### src/rtl/irq_arb_pkg.sv
package irq_arb_pkg;

   typedef enum logic {
      LVL_LO = 1'b0,
      LVL_HI = 1'b1
   } irq_lvl_e;

   localparam int unsigned LVL_N = 2;

   // Bit mask with the lowest n bits set, w bits wide (w <= 32).
   function automatic logic [31:0] low_ones(input int unsigned n);
      logic [31:0] m;
      m = '0;
      for (int unsigned i = 0; i < n; i++) m[i] = 1'b1;
      return m;
   endfunction

endpackage

### src/rtl/irq_cfg_regs.sv
module irq_cfg_regs
   import irq_arb_pkg::*;
#(
   parameter int unsigned REG_W   = 8,
   parameter int unsigned NUM_SRC = 5
) (
   input  logic               clk,
   input  logic               rst_n,
   input  logic               wr_en,
   input  logic               sel,
   input  logic [REG_W-1:0]   wdata,
   output logic [REG_W-1:0]   rdata,
   output logic [NUM_SRC-1:0] src_en,
   output logic [NUM_SRC-1:0] src_hi,
   output logic               glb_en
);

   localparam logic [REG_W-1:0] SRC_MASK = REG_W'(low_ones(NUM_SRC));
   localparam logic [REG_W-1:0] EN_MASK  = SRC_MASK | (REG_W'(1) << (REG_W-1));

   logic [REG_W-1:0] en_q;
   logic [REG_W-1:0] pri_q;

   always_ff @(posedge clk or negedge rst_n) begin
      if (!rst_n) begin
         en_q  <= '0;
         pri_q <= '0;
      end else if (wr_en) begin
         if (sel) pri_q <= wdata & SRC_MASK;
         else     en_q  <= wdata & EN_MASK;
      end
   end

   assign rdata  = sel ? pri_q : en_q;
   assign glb_en = en_q[REG_W-1];
   assign src_en = en_q[NUM_SRC-1:0] & {NUM_SRC{glb_en}};
   assign src_hi = pri_q[NUM_SRC-1:0];

endmodule

### src/rtl/irq_pick.sv
module irq_pick #(
   parameter int unsigned NUM_SRC   = 5,
   parameter int unsigned IDX_W     = 3,
   parameter bit          LOW_FIRST = 1'b1
) (
   input  logic [NUM_SRC-1:0] cand,
   output logic               hit,
   output logic [IDX_W-1:0]   idx
);

   assign hit = |cand;

   generate
      if (LOW_FIRST) begin : g_low_first
         always_comb begin
            idx = '0;
            for (int i = NUM_SRC - 1; i >= 0; i--)
               if (cand[i]) idx = IDX_W'(i);
         end
      end else begin : g_high_first
         always_comb begin
            idx = '0;
            for (int i = 0; i < NUM_SRC; i++)
               if (cand[i]) idx = IDX_W'(i);
         end
      end
   endgenerate

endmodule

### src/rtl/irq_svc_track.sv
module irq_svc_track
   import irq_arb_pkg::*;
(
   input  logic              clk,
   input  logic              rst_n,
   input  logic              take,
   input  irq_lvl_e          take_lvl,
   input  logic              reti,
   output logic [LVL_N-1:0]  active
);

   logic [LVL_N-1:0] clr;
   logic [LVL_N-1:0] set;

   always_comb begin
      clr = '0;
      if (reti) begin
         if (active[LVL_HI]) clr[LVL_HI] = 1'b1;
         else                clr[LVL_LO] = 1'b1;
      end
      set = '0;
      if (take) set[take_lvl] = 1'b1;
   end

   always_ff @(posedge clk or negedge rst_n) begin
      if (!rst_n) active <= '0;
      else        active <= (active & ~clr) | set;
   end

endmodule

### src/rtl/prio_irq_ctrl.sv
module prio_irq_ctrl
   import irq_arb_pkg::*;
#(
   parameter int unsigned NUM_SRC    = 5,
   parameter int unsigned REG_W      = 8,
   parameter int unsigned VEC_W      = 16,
   parameter int unsigned VEC_BASE   = 3,
   parameter int unsigned VEC_STRIDE = 8,
   parameter bit          SAMPLE_REQ = 1'b1
) (
   input  logic               clk,
   input  logic               rst_n,
   input  logic               cfg_wr_en,
   input  logic               cfg_sel,
   input  logic [REG_W-1:0]   cfg_wdata,
   output logic [REG_W-1:0]   cfg_rdata,
   input  logic [NUM_SRC-1:0] src_req,
   output logic               irq_valid,
   output logic               irq_level,
   output logic [VEC_W-1:0]   irq_vector,
   input  logic               irq_ack,
   input  logic               irq_reti,
   output logic [LVL_N-1:0]   active_lvl
);

   localparam int unsigned IDX_W = (NUM_SRC > 1) ? $clog2(NUM_SRC) : 1;

   generate
      if (NUM_SRC + 1 > REG_W) begin : g_bad_reg_w
         $error("register too narrow for sources plus master enable");
      end
      if (VEC_W < 32 && (VEC_BASE + (NUM_SRC - 1) * VEC_STRIDE) >= (1 << VEC_W)) begin : g_bad_vec_w
         $error("vector range exceeds vector width");
      end
   endgenerate

   logic [NUM_SRC-1:0] src_en;
   logic [NUM_SRC-1:0] src_hi;
   logic               glb_en;
   logic [NUM_SRC-1:0] req_q;

   irq_cfg_regs #(.REG_W(REG_W), .NUM_SRC(NUM_SRC)) u_cfg (
      .clk    (clk),
      .rst_n  (rst_n),
      .wr_en  (cfg_wr_en),
      .sel    (cfg_sel),
      .wdata  (cfg_wdata),
      .rdata  (cfg_rdata),
      .src_en (src_en),
      .src_hi (src_hi),
      .glb_en (glb_en)
   );

   generate
      if (SAMPLE_REQ) begin : g_sample
         always_ff @(posedge clk or negedge rst_n) begin
            if (!rst_n) req_q <= '0;
            else        req_q <= src_req;
         end
      end else begin : g_direct
         assign req_q = src_req;
      end
   endgenerate

   logic [NUM_SRC-1:0] cand;
   logic [NUM_SRC-1:0] cand_hi;
   logic [NUM_SRC-1:0] cand_lo;
   logic               hit_hi, hit_lo;
   logic [IDX_W-1:0]   idx_hi, idx_lo;

   assign cand    = req_q & src_en;
   assign cand_hi = cand & src_hi;
   assign cand_lo = cand & ~src_hi;

   irq_pick #(.NUM_SRC(NUM_SRC), .IDX_W(IDX_W), .LOW_FIRST(1'b1)) u_pick_hi (
      .cand (cand_hi),
      .hit  (hit_hi),
      .idx  (idx_hi)
   );

   irq_pick #(.NUM_SRC(NUM_SRC), .IDX_W(IDX_W), .LOW_FIRST(1'b1)) u_pick_lo (
      .cand (cand_lo),
      .hit  (hit_lo),
      .idx  (idx_lo)
   );

   logic             show_hi, show_lo;
   logic [IDX_W-1:0] win_idx;
   irq_lvl_e         win_lvl;

   assign show_hi = hit_hi && !active_lvl[LVL_HI];
   assign show_lo = hit_lo && !show_hi && (active_lvl == '0);
   assign win_lvl = show_hi ? LVL_HI : LVL_LO;
   assign win_idx = show_hi ? idx_hi : idx_lo;

   assign irq_valid  = show_hi || show_lo;
   assign irq_level  = irq_valid && (win_lvl == LVL_HI);
   assign irq_vector = irq_valid
                     ? VEC_W'(VEC_BASE) + VEC_W'(win_idx) * VEC_W'(VEC_STRIDE)
                     : '0;

   irq_svc_track u_svc (
      .clk      (clk),
      .rst_n    (rst_n),
      .take     (irq_valid && irq_ack),
      .take_lvl (win_lvl),
      .reti     (irq_reti),
      .active   (active_lvl)
   );

endmodule

### config.mk
export PLATFORM = sky130hd
export DESIGN_NAME = prio_irq_ctrl
export DESIGN_NICKNAME = d
export VERILOG_FILES = /design/src/rtl/irq_arb_pkg.sv /design/src/rtl/irq_cfg_regs.sv /design/src/rtl/irq_pick.sv /design/src/rtl/irq_svc_track.sv /design/src/rtl/prio_irq_ctrl.sv
export SDC_FILE = /design/constraint.sdc
export NUM_CORES = 1
export LEC_CHECK = 0
export BUFFER_PORTS_ARGS = -buffer_cell sky130_fd_sc_hd__buf_2
export CORE_MARGIN = 3
export CORE_UTILIZATION = 47
export DETAILED_ROUTE_END_ITERATION = 12
export PLACE_DENSITY_LB_ADDON = 0.12
export SLEW_MARGIN = 10
export SYNTH_ARGS = -nofsm -noshare
export SYNTH_HDL_FRONTEND = slang
export SYNTH_HIERARCHICAL = 1
export SYNTH_SLANG_ARGS = --single-unit
### constraint.sdc
create_clock -name clk -period 1.82 [get_ports clk]
set_input_delay 0.091 -clock clk [delete_from_list [all_inputs] [get_ports clk]]
set_output_delay 0.091 -clock clk [all_outputs]
set_load 0.03 [all_outputs]
# After elaboration in Yosys (flattened, before gate mapping)
# Cells that the tools add are included.
word_totals:
  register_bits: 18
  in_bits: 19
  out_inout_bits: 28
  elab_cells: 50
classes:
  add_sub_neg: 1
  order_cmp: 2
  n_mux: 20
  bitwise_logic: 9
  reduce_logical: 14
ops:
  columns: ["op", "n"]
  rows:
  - ["$mux 3", 11]
  - ["$and 5x5->5", 4]
  - ["$reduce_or 5->1", 2]
  - ["$mux 8", 1]
  - ["$add 2x6->7 const A", 1]
  - ["$mux 7", 1]
  - ["$logic_and 1x1->1", 6]
  - ["$not 5->5", 1]
  - ["$mux 1", 4]
  - ["$mux 2", 2]
  - ["$reduce_and 2->1", 2]
  - ["$and 2x2->2", 1]
  - ["$logic_not 1->1", 2]
  - ["$logic_not 2->1", 1]
  - ["$lt 1x2->1 const B", 1]
  - ["$not 2->2", 1]
  - ["$or 2x2->2", 1]
  - ["$demux 1 s1", 1]
  - ["$ge 1x1->1 const B", 1]
  - ["$logic_or 1x1->1", 1]
  - ["$not 1->1", 1]

# Longest topological paths before layout
depth:
  ltp_word: 12
  ltp_mapped: 9
  ltp_nobuf: 9

# Modules after synthesis
# Netlist, hierarchy kept.
modules_own_cells:
  columns: ["mod", "n_inst", "cells_each", "area_each_um2", "seq_area_each_um2"]
  rows:
  - ["irq_cfg_regs", 1, 40, 571.8, 275.3]
  - ["prio_irq_ctrl", 1, 49, 390.4, 125.1]
  - ["irq_pick", 2, 8, 48.8, 0.0]
  - ["irq_svc_track", 1, 8, 81.3, 50.0]

# Least setup slack after synthesis
# Ideal clock, no wire load.
synth_timing:
  path_kind: "flip-flop to output port"
  start: "register u_cfg.en_q[7]"
  end: "output irq_vector[0]"
  arrival_time_ns: 1.866
  t_required_ns: 1.729
  setup_slack_ns: -0.137
  stages_incl_launch_ff: 9
  n_path_buf: 1
  path_cell_list: "dfrtp_1 > and2_1 > nand2_1 > nor2_1 > nor4_2 > nand2b_1 > nand2b_1 > a21oi_1 > buf_4"
synth_between:
  elab_cells_between_ends: 12
  cone_classes: "mux (1); bitwise (4); reduce/logical (7)"
synth_rtl:
  columns: ["item", "line_no", "source"]
  rows:
  - ["start: declaration", "irq_cfg_regs.sv:21", "logic [REG_W-1:0] en_q;"]
  - ["start signal: assignment", "irq_cfg_regs.sv:30", "else en_q <= wdata & EN_MASK;"]
  - ["$and 5x5->5", "irq_cfg_regs.sv:36", "assign src_en = en_q[NUM_SRC-1:0] & {NUM_SRC{glb_en}};"]
  - ["net src_en[0]", "prio_irq_ctrl.sv:37", "logic [NUM_SRC-1:0] src_en;"]
  - ["$and 5x5->5", "prio_irq_ctrl.sv:71", "assign cand = req_q & src_en;"]
  - ["$and 5x5->5", "prio_irq_ctrl.sv:73", "assign cand_lo = cand & ~src_hi;"]
  - ["net cand_lo[0]", "prio_irq_ctrl.sv:67", "logic [NUM_SRC-1:0] cand_lo;"]
  - ["$reduce_or 5->1", "irq_pick.sv:11", "assign hit = |cand;"]
  - ["net hit_lo", "prio_irq_ctrl.sv:68", "logic hit_hi, hit_lo;"]
  - ["$logic_and 1x1->1 (2 in a row)", "prio_irq_ctrl.sv:92", "assign show_lo = hit_lo && !show_hi && (active_lvl == '0);"]
  - ["$logic_or 1x1->1", "prio_irq_ctrl.sv:96", "assign irq_valid = show_hi || show_lo;"]
  - ["net irq_valid", "prio_irq_ctrl.sv:18", "output logic irq_valid,"]
  - ["$mux 7", "prio_irq_ctrl.sv:99", "? VEC_W'(VEC_BASE) + VEC_W'(win_idx) * VEC_W'(VEC_STRIDE)"]
  - ["end: declaration", "prio_irq_ctrl.sv:20", "output logic [VEC_W-1:0] irq_vector,"]
# The timed path passes the listed nets, and every way through them passes these cells.

# Worst setup path in the final report
layout_timing:
  start: "register u_cfg.en_q[7]"
  end: "output irq_vector[0]"
layout_between:
  elab_chain_cells: 10
  elab_cells_between_ends: 12
  cone_classes: "mux (1); bitwise (4); reduce/logical (7)"
layout_rtl:
  columns: ["item", "line_no", "source"]
  rows:
  - ["$and 5x5->5 (*)", "irq_cfg_regs.sv:36", null]
  - ["net src_en[3]", "prio_irq_ctrl.sv:37", null]
  - ["$and 5x5->5 (*)", "prio_irq_ctrl.sv:71", null]
  - ["$and 5x5->5 (*)", "prio_irq_ctrl.sv:72", "assign cand_hi = cand & src_hi;"]
  - ["net cand_hi[3]", "prio_irq_ctrl.sv:66", "logic [NUM_SRC-1:0] cand_hi;"]
  - ["$reduce_or 5->1 (*)", "irq_pick.sv:11", null]
  - ["net hit_hi", "prio_irq_ctrl.sv:68", null]
  - ["$logic_and 1x1->1 (*)", "prio_irq_ctrl.sv:91", "assign show_hi = hit_hi && !active_lvl[LVL_HI];"]
  - ["$logic_not 1->1", "prio_irq_ctrl.sv:92", null]
  - ["$logic_and 1x1->1 (2 in a row)", "prio_irq_ctrl.sv:92", null]
  - ["$logic_or 1x1->1 (*)", "prio_irq_ctrl.sv:96", null]
  - ["$mux 7 (*)", "prio_irq_ctrl.sv:99", null]
# The timed path passes the listed nets; every way through them passes the cells marked *.

==> out/metrics.yaml <==
clock_tree:
  htreeDepth: 1
  clock_sinks: 18
  cts_tree: "done"
  clk_transition_reported_paths_ps: 110
  root_buffer: "clkbuf_4"
  numCtsBuffers: 3
  insertion_delay_ps: 300
  clockBufferDepth: 2
sta:
  final.setup.worst_slack_ps: -304
  fmax_mhz: 471
  fin_crit_ps: 2120
  fin_crit_sh_pct: 117
  rsz0062_at_grt: "true"
  hold_viol: 0
  setup-violations-final: 9
  finClkSkew_ps: 5.03
  drv_slew: 0
  hold_ws_ps: 20.0
min_path:
  holdPathStages: 2
  hp-start: "cfg_wdata[7]"
  min_to: "u_cfg/en_q[7]"
  min_path_type: "primary input to register"
setup_path:
  rr_worst_depth: 10
  cp_data_arrival_time_ps: 2030
  crit_path_frequent_cell: "buf_6"
  crit_type: "register to output port"
  critPathTopFamily: "simple AND/OR/NAND/NOR gates"
  crit_path_cell_trace: "and2_4, and3_4, nor4_4, nand2b_4, buf_4, buf_6, inv_4, a21oi_4, buf_6"
  cp.required_ps: 1730
  reg2reg_slack_ps: -180
  r2r_start: "u_cfg/en_q[7]"
  start_kind: "register"
  cpMaxStageDelayCell: "dfrtp_1"
  rr_endpoint: "u_svc/active[0]"
  crit_buf_inv: 4
  cp_max_fo: 6
  end_kind: "output port"
  slowest_delay_ps: 440
floorplanning:
  start_util_pct: 50.6
  io_pins: 47
  dieArea_sq_um: 3060
  die_w_um: 55.3
  fp-row-count: 17
  core-area_sq_um: 2250
  die_height_um: 55.3
flow_run:
  drv_cap: 0
yosys:
  ys_seq_area_share_pct: 39.5
  synth.top_cells.by_count: "dfrtp_1, buf_4, mux2_2"
  syn_avg_cell_area_sq_um: 10.1
  synthCells: 113
  synth_area_sq_um: 1140
  yosysMostFrequentCell: "dfrtp_1"
  ys_seq_elements: 18
  yosys_most_used_dff: "dfrtp_1"
  synth_area_leader_cell: "dfrtp_1"
  async_reset_ff_share_pct: 100
  netlist.area_leader.share_pct: 39.5
  yosysUniqueCellTypes: 22
  ys_warn_count: 6
  synthTopCellsByArea: "dfrtp_1, buf_4, mux2_2"
  synth_edf_count: 0
drt:
  detail_route.iter0.violations: 14
  drc: 0
  viasPerCell: 4.74
  dr.pass1.iters: 4
  drt-wirelength-per-cell_um: 12.5
  postRouteWirelength_mm: 2.41
  num_vias: 915
  antenna_left: 0
global_route:
  grt_pass1_wl_mm: 3.79
  grt_pass1_vias: 847
  antenna_found_initial: 0
  gr-total-overflow: 0
  grt_max_degree: 19
  track_usage_pct: 15.1
finish:
  area_growth_pct: 39.5
  drive_above_1_share_pct: 52.1
  fin_nets: 185
  n_antenna_cell: 0
  fill_cells: 173
  postLayoutCoreUtil_pct: 70.6
placement:
  port_buffers: 31
  pre_cts_slack_ps: -98.0
  gp_congestion: 0.719
  hpwl_mm: 1.68
power_and_ir_drop:
  leakage_nw: 0.773
  ir_worst_vdd_mv: 0.803
  power_density_nw_per_um2: 944
status:
  violations: "negative setup slack"
  outcome: "complete, but fails checks"
## layout make-up
class	count	area (sq um)	area share (%)
inverter	6	25.0	1.57
sequential	18	450	28.3
clock buffer	4	36.3	2.28
multi-input combinational	83	652	41.0
tap	28	35.0	2.20
timing repair buffer	54	393	24.7
## flip-flops by register name, indices dropped and copies added, names as in the netlist
register,cells
u_cfg/pri_q,5
u_svc/active,2
u_cfg/en_q,6
req_q,5
## power by group
group	total [W]	leakage, nW	switching [W]	internal [W]
clock network	0.000249	0.0210	0.000127	0.000122
registers	0.000517	0.214	0.0000619	0.000455
logic	0.000737	0.538	0.000387	0.000350
total	0.00150	0.773	0.000576	0.000927
## through the flow
step | area (sq um) | std cells | total power, W | setup TNS [ps]
6_report | 1590 | 193 | 0.00150 | -2370
5_1_grt | 1590 | 193 | 0.00158 | -3300
4_1_cts | 1520 | 188 | 0.00145 | -1890
3_5_place_dp | 1320 | 174 | 0.00109 | -311
3_3_place_gp | 1320 | 174 | 0.00108 | -172
2_1_floorplan | 1200 | 124 | 0.000973 | 0
## metal layers
| metal | wire (um) | vias to the layer above | GRT usage [%] |
|---|---|---|---|
| li1 | - | 453 | - |
| met1 | 1030 | 423 | 20.6 |
| met3 | 131 | 2 | 1.64 |
| met5 | 0 | - | 0 |
| met2 | 1230 | 37 | 24.3 |
| met4 | 19 | 0 | 6.25 |
## how the worst max path moves through the flow
stage	start	to	slack [ps]	depth (start not counted)
6_report	u_cfg/en_q[7]	irq_vector[0]	-300	9
2_1_floorplan	u_cfg/en_q[7]	irq_vector[4]	30	6
3_3_place_gp	u_cfg/en_q[7]	irq_vector[5]	-60	7
4_1_cts	u_cfg/en_q[7]	irq_vector[3]	-330	7
5_1_grt	u_cfg/en_q[7]	irq_vector[5]	-440	8
3_5_place_dp	u_cfg/en_q[7]	irq_vector[3]	-100	7
## timing repair
action                     CTS  global route
resized for setup           21             8
pin swaps                    6             8
hold buffers                 7             0
gates cloned                 0             0
setup buffers                3             5
setup endpoints to repair    8             9
hold endpoints to repair    24             0
## placed cells by master (no fill, tap or decap), types with 3 or more instances in the layout
cell type and instances:
buf_2 24, dfrtp_1 18, buf_4 15, conb_1 13
mux2_2 10, nand2_1 9, buf_6 8, dlygate4sd3_1 7
mux2_4 6, nor2_1 5, inv_1 5, and2_1 5
nand2b_1 4, nor2_2 3, and3_1 3, nand4bb_1 3
a21oi_2 3, clkbuf_4 3
## cell families after synthesis
logic type,count (synthesis),share of synthesized area [%]
buffers and inverters,23,13.8
multiplexers,16,17.8
flip-flops,18,39.5
other,2,0.658
AND/OR/NAND/NOR,45,23.4
AO/OA/AOI/OAI,9,4.93
Power figures use the tool's default switching activity.
